`src/rtl/galois_pat_pkg.sv`:
```
// Package: galois_pat_pkg
// Shared types for the internal-feedback pattern generator.
// Assumes: consumers import it before declaring ports that use its types.
package galois_pat_pkg;

    // Action the state register performs at the next rising edge.
    typedef enum logic [1:0] {
        ACT_HOLD = 2'd0,
        ACT_STEP = 2'd1,
        ACT_LOAD = 2'd2
    } gen_action_e;

endpackage

```
`src/rtl/galois_tap_network.sv`:
```
// Module: galois_tap_network
// Combinational next-state network for a right-shifting register with
// internal feedback. Bit 0 feeds the top stage. Each lower stage takes
// the stage above it, XORed with bit 0 where the tap bit is set.
// Assumes: TAPS[j-1] is the coefficient for the stage j -> j-1 path.
module galois_tap_network #(
    parameter int unsigned         WIDTH = 8,
    parameter logic [WIDTH-2:0]    TAPS  = 7'b1001111
) (
    input  logic [WIDTH-1:0] cur_i,
    output logic [WIDTH-1:0] nxt_o
);

    logic fb;

    // Purpose: the feedback bit leaves the register at the bottom.
    assign fb = cur_i[0];

    // Purpose: the top stage closes the loop with the feedback bit.
    assign nxt_o[WIDTH-1] = fb;

    // Purpose: each lower stage, with or without a feedback XOR.
    for (genvar j = 1; j < WIDTH; j++) begin : g_stage
        if (TAPS[j-1]) begin : g_tap
            assign nxt_o[j-1] = cur_i[j] ^ fb;
        end else begin : g_pass
            assign nxt_o[j-1] = cur_i[j];
        end
    end

endmodule

```
`src/rtl/galois_seed_guard.sv`:
```
// Module: galois_seed_guard
// Replaces an all-zero seed, which would lock the register, with a
// fixed nonzero fallback value.
// Assumes: FALLBACK is nonzero.
module galois_seed_guard #(
    parameter int unsigned      WIDTH    = 8,
    parameter logic [WIDTH-1:0] FALLBACK = 8'h01
) (
    input  logic [WIDTH-1:0] raw_i,
    output logic [WIDTH-1:0] safe_o
);

    logic is_zero;

    // Purpose: detect the lock-up seed.
    assign is_zero = (raw_i == '0);

    // Purpose: substitute the fallback for the lock-up seed.
    assign safe_o = is_zero ? FALLBACK : raw_i;

endmodule

```
`src/rtl/galois_state_reg.sv`:
```
// Module: galois_state_reg
// Holds the pattern state, the active seed and the wrap pulse.
// Assumes: load_val_i is already nonzero. rst_n is synchronous, active low.
module galois_state_reg
    import galois_pat_pkg::*;
#(
    parameter int unsigned      WIDTH     = 8,
    parameter logic [WIDTH-1:0] RST_VALUE = 8'h01
) (
    input  logic             clk,
    input  logic             rst_n,
    input  gen_action_e      action_i,
    input  logic [WIDTH-1:0] load_val_i,
    input  logic [WIDTH-1:0] next_val_i,
    output logic [WIDTH-1:0] state_q,
    output logic [WIDTH-1:0] seed_q,
    output logic             wrap_q
);

    // Purpose: update the state according to the action.
    always_ff @(posedge clk) begin
        if (!rst_n) begin
            state_q <= RST_VALUE;
        end else begin
            case (action_i)
                ACT_LOAD: state_q <= load_val_i;
                ACT_STEP: state_q <= next_val_i;
                default:  state_q <= state_q;
            endcase
        end
    end

    // Purpose: remember the seed that defines the wrap point.
    always_ff @(posedge clk) begin
        if (!rst_n) begin
            seed_q <= RST_VALUE;
        end else if (action_i == ACT_LOAD) begin
            seed_q <= load_val_i;
        end
    end

    // Purpose: pulse when a step lands on the active seed.
    always_ff @(posedge clk) begin
        if (!rst_n) begin
            wrap_q <= 1'b0;
        end else begin
            wrap_q <= (action_i == ACT_STEP) && (next_val_i == seed_q);
        end
    end

    // holding keeps the state unchanged.
    p_hold_r6: assert property (@(posedge clk) disable iff (!rst_n)
        (action_i == ACT_HOLD) |=> (state_q == $past(state_q)));

    // a load shows up as the state on the next cycle.
    p_load_r4: assert property (@(posedge clk) disable iff (!rst_n)
        (action_i == ACT_LOAD) |=> (state_q == $past(load_val_i)) && !wrap_q);

    // after a step the top bit carries the old bottom bit.
    p_top_fb_r2: assert property (@(posedge clk) disable iff (!rst_n)
        (action_i == ACT_STEP) |=> (state_q[WIDTH-1] == $past(state_q[0])));

    // a wrap pulse only ever marks the active seed.
    p_wrap_seed_r7: assert property (@(posedge clk) disable iff (!rst_n)
        wrap_q |-> (state_q == seed_q));

endmodule

```
`src/rtl/galois_pattern_gen.sv`:
```
// Module: galois_pattern_gen
// Top of the internal-feedback pattern generator. Decodes the load and
// step controls (load wins), guards the seed against zero, and ties the
// tap network to the state register.
// Assumes: synchronous active-low reset. FALLBACK_SEED is nonzero.
module galois_pattern_gen
    import galois_pat_pkg::*;
#(
    parameter int unsigned      WIDTH         = 8,
    parameter logic [WIDTH-2:0] TAPS          = 7'b1001111,
    parameter logic [WIDTH-1:0] FALLBACK_SEED = 8'h01
) (
    input  logic             clk,
    input  logic             rst_n,
    input  logic             load_i,
    input  logic [WIDTH-1:0] seed_i,
    input  logic             step_i,
    output logic [WIDTH-1:0] state_o,
    output logic             wrap_o
);

    gen_action_e      action;
    logic [WIDTH-1:0] safe_seed;
    logic [WIDTH-1:0] next_state;
    logic [WIDTH-1:0] cur_state;
    logic [WIDTH-1:0] active_seed;
    logic             wrap_pulse;

    // Purpose: decode the controls, with load taking priority.
    always_comb begin
        if (load_i)      action = ACT_LOAD;
        else if (step_i) action = ACT_STEP;
        else             action = ACT_HOLD;
    end

    galois_seed_guard #(
        .WIDTH    (WIDTH),
        .FALLBACK (FALLBACK_SEED)
    ) u_guard (
        .raw_i  (seed_i),
        .safe_o (safe_seed)
    );

    galois_tap_network #(
        .WIDTH (WIDTH),
        .TAPS  (TAPS)
    ) u_taps (
        .cur_i (cur_state),
        .nxt_o (next_state)
    );

    galois_state_reg #(
        .WIDTH     (WIDTH),
        .RST_VALUE (FALLBACK_SEED)
    ) u_reg (
        .clk        (clk),
        .rst_n      (rst_n),
        .action_i   (action),
        .load_val_i (safe_seed),
        .next_val_i (next_state),
        .state_q    (cur_state),
        .seed_q     (active_seed),
        .wrap_q     (wrap_pulse)
    );

    // Purpose: drive the outputs.
    assign state_o = cur_state;
    assign wrap_o  = wrap_pulse;

    // the state never reaches the lock-up value.
    p_nonzero_r5: assert property (@(posedge clk) disable iff (!rst_n)
        (state_o != '0));

    // a load overrides a step raised in the same cycle.
    p_load_prio_r4: assert property (@(posedge clk) disable iff (!rst_n)
        (load_i && step_i) |=> (state_o == active_seed) && !wrap_o);

endmodule

```
`config.mk`:
```
export PLATFORM = sky130hd
export DESIGN_NAME = galois_pattern_gen
export DESIGN_NICKNAME = d
export VERILOG_FILES = /design/src/rtl/galois_pat_pkg.sv /design/src/rtl/galois_tap_network.sv /design/src/rtl/galois_seed_guard.sv /design/src/rtl/galois_state_reg.sv /design/src/rtl/galois_pattern_gen.sv
export SDC_FILE = /design/constraint.sdc
export NUM_CORES = 1
export LEC_CHECK = 0
export ABC_CLOCK_PERIOD_IN_PS = 1700
export BUFFER_PORTS_ARGS = -buffer_cell sky130_fd_sc_hd__buf_4
export CAP_MARGIN = 20
export CORE_MARGIN = 3
export CORE_UTILIZATION = 50
export CTS_CLUSTER_DIAMETER = 30
export DETAILED_ROUTE_END_ITERATION = 10
export GPL_ROUTABILITY_DRIVEN = 0
export HOLD_SLACK_MARGIN = 0.15
export PLACE_DENSITY = 0.79
export SLEW_MARGIN = 25
export SYNTH_ARGS = -nofsm -noshare
export SYNTH_HDL_FRONTEND = slang
export SYNTH_SLANG_ARGS = --single-unit
```
`constraint.sdc`:
```
create_clock -name clk -period 1.7 [get_ports clk]
set_input_delay 0.085 -clock clk [delete_from_list [all_inputs] [get_ports clk]]
set_output_delay 0.085 -clock clk [all_outputs]
set_load 0.005 [all_outputs]
```
==> results.md, run 1 <==
* Outcome: finished, final reports clean
* WP data arrival at 1.70 ns
* Port-buffer cells at 20
* CTS tree: done
* Initial core utilization at 54.7%
* Maximum VDD drop at 536 µV
* Synth Area in Compound Gates at 12.2%
* Final HPWL DP at 1.25 mm
* Netlist cell types at 26
* Setup CP Type: input port to flip-flop
* Core Footprint at 1560 µm²
* Final setup viols at 0
* Xor/xnor share of the synthesized area at 12.3%
* Worst Clk Skew at 0.00713 ns
* Mux cell area share after synthesis at 8.21%
* DP Area at 1000 µm²
* Gr usage total at 18.9%
* Full die area at 2240 µm²
* Crit. End Element: flip-flop
* DRT iter0 DRCs at 7
* Worst-path clk slew at 0.09 ns
* TritonRoute pass-1 iters at 4
* Grt total ovfl at 0
* TritonCTS Buffers at 3
* Max Cap Viol at 0
* Vias in the first global route at 703
* Post-Synth Adder-Cell Area at 0%
* Setup TNS Final at 0 ns
* First-pass GRT wire length at 2.95 mm
* Post-route ant nets at 0
* Part of the cycle the worst path needs at 86.8%
* Initial antenna violation count at 0
* Vias at 744
* Dominant combinational cell family by area after synthesis: simple AND/OR/NAND/NOR gates
* Synth-to-Final Area Change at 33.4%
* Post-Syn Instances at 94
* Final hold violation count at 0
* CTS Buffer Depth at 2
* FILL cells at 125
* Worst setup SP type: input port
* Synth Warn # at 0
* Max_slew headroom at 82.7%
* Vias per cell at 5.31
* Final wirelength at 1.83 mm
* Total chip power at 0.841 mW
* Root Driver: clkbuf_4
* Post-route worst setup slack at 0.224 ns
* Top-level port count at 21
* Simple-gate portion of the synthesized area at 23.9%
* Slew @ Worst Pin at 0.259 ns
* CTS Sinks at 17
* Std-Cell Rows at 14
* Worst-path fanout max at 3
* Max Fclk at 0.677 GHz
* Yosys reg bits at 17
* Worst skew pair latency at 0.29 ns
* Leak at 0.474 nW
* Slew Viols, Final at 0
* Nets at 137
* Ratio of cells with drive above 1 in the final layout at 22.6%
* Remaining DRCs at 0
* Fin area at 1140 µm²
* Hold crit path type: input port to flip-flop
* Commonest non-fill, non-tap cells in the layout: buf_4 (22), dfxtp_1 (16), dlygate4sd3_1 (10), xnor2_1 (9), nor2b_1 (8)
* Syn nets at 106
* Most common cell after layout, fill and taps aside: buf_4
* Fin crit period at 1.48 ns
* Sequential share of the synthesized area at 39.9%
* Chip width at 47.3 µm
* Largest net degree at the start of global routing at 26
* Ratio of total power to cell area at 739 nW/µm²
* Placed instance count at 125
* Worst EP required at 1.92 ns
* Placement Setup Slack at 0.463 ns
* Die Span Y at 47.3 µm
* # diodes at 0
* Post-synthesis area per instance at 9.08 µm²
* Synthesized cell area at 853 µm²
* Unrepaired setup endpoints after global routing: no
* Fin cells at 140
* WL/cell at 13.1 µm
* # H-tree levels at 1
state kept, by name, indices dropped and copies added (netlist names):
register	cells
u_reg.seed_q	8
u_reg.state_q	8
u_reg.wrap_q	1
final cells by class:
type                    instances  area, µm²  area share [%]
clock buffers                   4       26.3            2.31
flip-flops and latches         17        344            30.2
repair buffers                 32        265            23.3
multi-input cells              71        483            42.4
well taps                      16       20.0            1.76
cell usage after synthesis (all sizes together):
library cell  count  share of area [%]
nor2              7                3.1
nand3             1               0.59
o21ai             5                2.9
buf               4                2.6
mux2i             7                8.2
a21oi             4                2.3
nor3b             1               0.88
nand2             5                2.2
or4               1               0.88
nor2b             8                5.9
a211oi            4                3.5
xor2              3                3.1
clkbuf            2               0.88
o22ai             1               0.73
nor4              3                3.7
and4              1                1.0
a21boi            3                2.6
and2              3                2.2
nor3              1               0.59
dfxtp            17                 40
xnor2             9                9.2
and3              1               0.73
nand2b            3                2.2
report_power, final:
part	total [mW]	internal (mW)	switching [mW]
sequential	0.447	0.422	0.0244
combinational	0.181	0.104	0.0769
clock	0.213	0.0911	0.122
path summary, 6_finish.rpt:
check	from	to	slack, ns	cells past startpoint
max reg2reg	u_reg.state_q[2]$_SDFFE_PN0P_	u_reg.wrap_q$_SDFF_PN0_	0.45	4
min	load_i	u_reg.wrap_q$_SDFF_PN0_	0.17	2
max	seed_i[3]	u_reg.seed_q[0]$_SDFFE_PN1N_	0.22	6
min reg2reg	u_reg.seed_q[5]$_SDFFE_PN0N_	u_reg.seed_q[5]$_SDFFE_PN0N_	0.51	2
routing by layer:
layer	vias to the layer above	wire length, µm	GRT usage, %
met5	-	0	0
met4	0	13	8.29
met3	2	65	4.60
met2	11	873	30.5
met1	349	878	23.6
li1	382	-	-
critical path, stage by stage:
cell           delay, ns
dlygate4sd3_1       0.55
buf_4               0.15
or4_1               0.54
nor4_2              0.15
nor3b_1             0.09
o21ai_1             0.13
repair_timing:
item | 4_1_cts | 5_1_grt
gates resized for setup | 0 | 2
setup buffers | 0 | 1
endpoints found under the hold margin | 17 | 0
setup endpoints to repair | 0 | 1
hold buffers | 11 | 0
cell families after synthesis:
kind of cell              after synthesis
and+or+nand+nor                        35
buffers and inverters                   6
DFF                                    17
muxes                                   7
xor gates and xnor gates               12
AOI/OAI and AO/OA                      17
metrics by stage:
stage          util (%)  hold WS (ns)
4_1_cts            73.0         0.155
5_1_grt            73.0         0.173
6_report           73.0         0.167
3_3_place_gp       64.2         0.360
3_5_place_dp       64.2         0.364
2_1_floorplan         -         0.213
(Power assumes the default switching activity.)
==> run 2, diff against run 1 <==
Settings changed: CORE_MARGIN 3 to unset.
==> run 2 against run 1 <==
Against the previous run: non-clock buffer count down 2; worst hold slack better by 0.0082 ns; count of clock-buffer cells in the layout unchanged; clock power down 3%; global-route usage up 3.3 points; utilization down 0.39 points; via count up 2.2%; sequential share of layout area up 0.17 points; die area down 16%; first-iteration DRC count up 57%; power down 1.3%; final area down 1.6%; largest cell class unchanged.
==> results.md, run 2 (same netlist as run 1, synthesis figures left out) <==
* Setup CP Type: flip-flop to flip-flop
* # diodes at 0 (unchanged)
* Ratio of cells with drive above 1 in the final layout at 20.5% (-2.1 points)
* Root Driver: clkbuf_4
* Nets at 135 (-1.5%)
* Met3 usage at 2.55% (-2.0 points)
* Top flop regs: u_reg.seed_q (8), u_reg.state_q (8), u_reg.wrap_q (1)
* Outcome: finished, final reports clean
* Max Fclk at 0.672 GHz (-0.81%)
* Std-Cell Rows at 14 (unchanged)
* Largest net degree at the start of global routing at 26 (unchanged)
* Worst hold path depth at 2 (unchanged)
* Vias per cell at 5.51 (+3.6%)
* WL/cell at 13.0 µm (-0.44%)
* Worst skew pair latency at 0.28 ns (about the same)
* Port-buffer cells at 20 (unchanged)
* Post-route ant nets at 0 (unchanged)
* First-pass GRT wire length at 3.17 mm (+7.7%)
* Die Span Y at 43.3 µm (-8.5%)
* Worst Clk Skew at 0.00145 ns (-0.00568 ns)
* Grt total ovfl at 0 (unchanged)
* CP peak stage delay at 0.61 ns (+0.06 ns)
* Full die area at 1880 µm² (-16%)
* DRT iter0 DRCs at 11 (+4)
* Postcts setup bufs at 0 (unchanged)
* Post-route worst setup slack at 0.212 ns (-0.0120 ns)
* CTS Sinks at 17 (unchanged)
* TritonRoute pass-1 iters at 4 (unchanged)
* Worst-path fanout max at 11 (+8)
* CTS tree: done
* Fin crit period at 1.49 ns (+0.0120 ns)
* Finished Core Util at 72.6% (-0.39 points)
* Slew @ Worst Pin at 0.446 ns (+0.187 ns)
* Most common cell after layout, fill and taps aside: buf_4
* Grt met2 use at 37.3% (+6.8 points)
* Fin cells at 138 (-1.4%)
* Worst R2R Setup Slack at 0.21 ns (-0.24 ns)
* WHS at 0.175 ns (+0.00819 ns)
* Unrepaired setup endpoints after global routing: no
* Slowest-stage cell, CP: dfxtp_1
* Setup TNS Final at 0 ns (unchanged)
* Max Cap Viol at 0 (unchanged)
* Final setup viols at 0 (unchanged)
* Slew Viols, Final at 0 (unchanged)
* Final hold violation count at 0 (unchanged)
* Gr usage total at 22.2% (+3.3 points)
* Maximum VDD drop at 481 µV (-10%)
* Top Usage Layer GRT: met2
* Core Footprint at 1540 µm² (-1.1%)
* Max_slew headroom at 70.2% (-12 points)
* TritonCTS Buffers at 3 (unchanged)
* Placement Setup Slack at 0.236 ns (-0.227 ns)
* Worst-path clk slew at 0.09 ns (about the same)
* Initial core utilization at 55.4% (+0.62 points)
* # H-tree levels at 1 (unchanged)
* Commonest non-fill, non-tap cells in the layout: buf_4 (20), dfxtp_1 (17), dlygate4sd3_1 (10), xnor2_1 (9), nor2b_1 (8)
* CTS Buffer Depth at 2 (unchanged)
* WP data arrival at 1.69 ns (about the same)
* Worst path cell trace: nand2_1 -> nor4_1 -> o22ai_1 -> nor4_2
* Vias at 760 (+2.2%)
* Placed instance count at 124 (-0.80%)
* Final HPWL DP at 1.18 mm (-5.7%)
* Ratio of total power to cell area at 741 nW/µm² (+0.36%)
* Initial antenna violation count at 0 (unchanged)
* Crit. End Element: flip-flop
* Remaining DRCs at 0 (unchanged)
* Top-level port count at 21 (unchanged)
* Worst setup SP type: flip-flop
* Part of the cycle the worst path needs at 87.5% (+0.71 points)
* Chip width at 43.3 µm (-8.5%)
* Final wirelength at 1.80 mm (-1.9%)
* Synth-to-Final Area Change at 31.2%
* Worst EP required at 1.90 ns (-0.02 ns)
* Leak at 0.465 nW (-1.9%)
* Vias in the first global route at 730 (+3.8%)
* Met1 Use GR at 29.5% (+5.9 points)
* Hold crit path type: input port to flip-flop
* Worst reg2reg path depth at 4 (unchanged)
-- run 2: what timing repair did --
item,in CTS,in global routing
resized for setup,0,0
endpoints found under the hold margin,17,0
hold buffers,10,0
-- run 2: worst paths after layout --
check	endpoint	start
min reg2reg	u_reg.seed_q[4]$_SDFFE_PN0N_	u_reg.seed_q[4]$_SDFFE_PN0N_
max	u_reg.wrap_q$_SDFF_PN0_	u_reg.state_q[0]$_SDFFE_PN1P_
min	u_reg.wrap_q$_SDFF_PN0_	load_i
max reg2reg	u_reg.wrap_q$_SDFF_PN0_	u_reg.state_q[0]$_SDFFE_PN1P_
-- run 2: cell type report --
cell class                      count  area, µm²
Sequential cell                    17        340
Multi-Input combinational cell     71        483
Timing Repair Buffer               30        250
Clock buffer                        4       26.3
Fill cell                         126        422
Tap cell                           16       20.0
-- run 2: per-stage QoR --
stage                     cell area, µm²  power, mW
after floorplan                      853      0.553
after global placement               993      0.609
after detailed placement             993      0.612
after CTS                           1120      0.844
after global routing                1120      0.874
final                               1120      0.830
-- run 2: layer usage --
metal / vias to the layer above / part of all wire (%)
li1: 378 / -
met1: 368 / 47
met2: 12 / 49
met3: 2 / 3.0
met4: 0 / 0.72
met5: - / 0
-- run 2: critical path: cells and delay by family (launching register included) --
kind | cells | cell delay, ns
compound gates | 1 | 0.14
simple gates | 3 | 0.67
flops | 1 | 0.61
-- run 2: report_power, final --
| part | switching, mW | total [mW] | internal (mW) |
|---|---|---|---|
| logic | 0.0713 | 0.172 | 0.100 |
| registers | 0.0294 | 0.452 | 0.423 |
| clock network | 0.115 | 0.206 | 0.0909 |
| total | 0.216 | 0.830 | 0.614 |
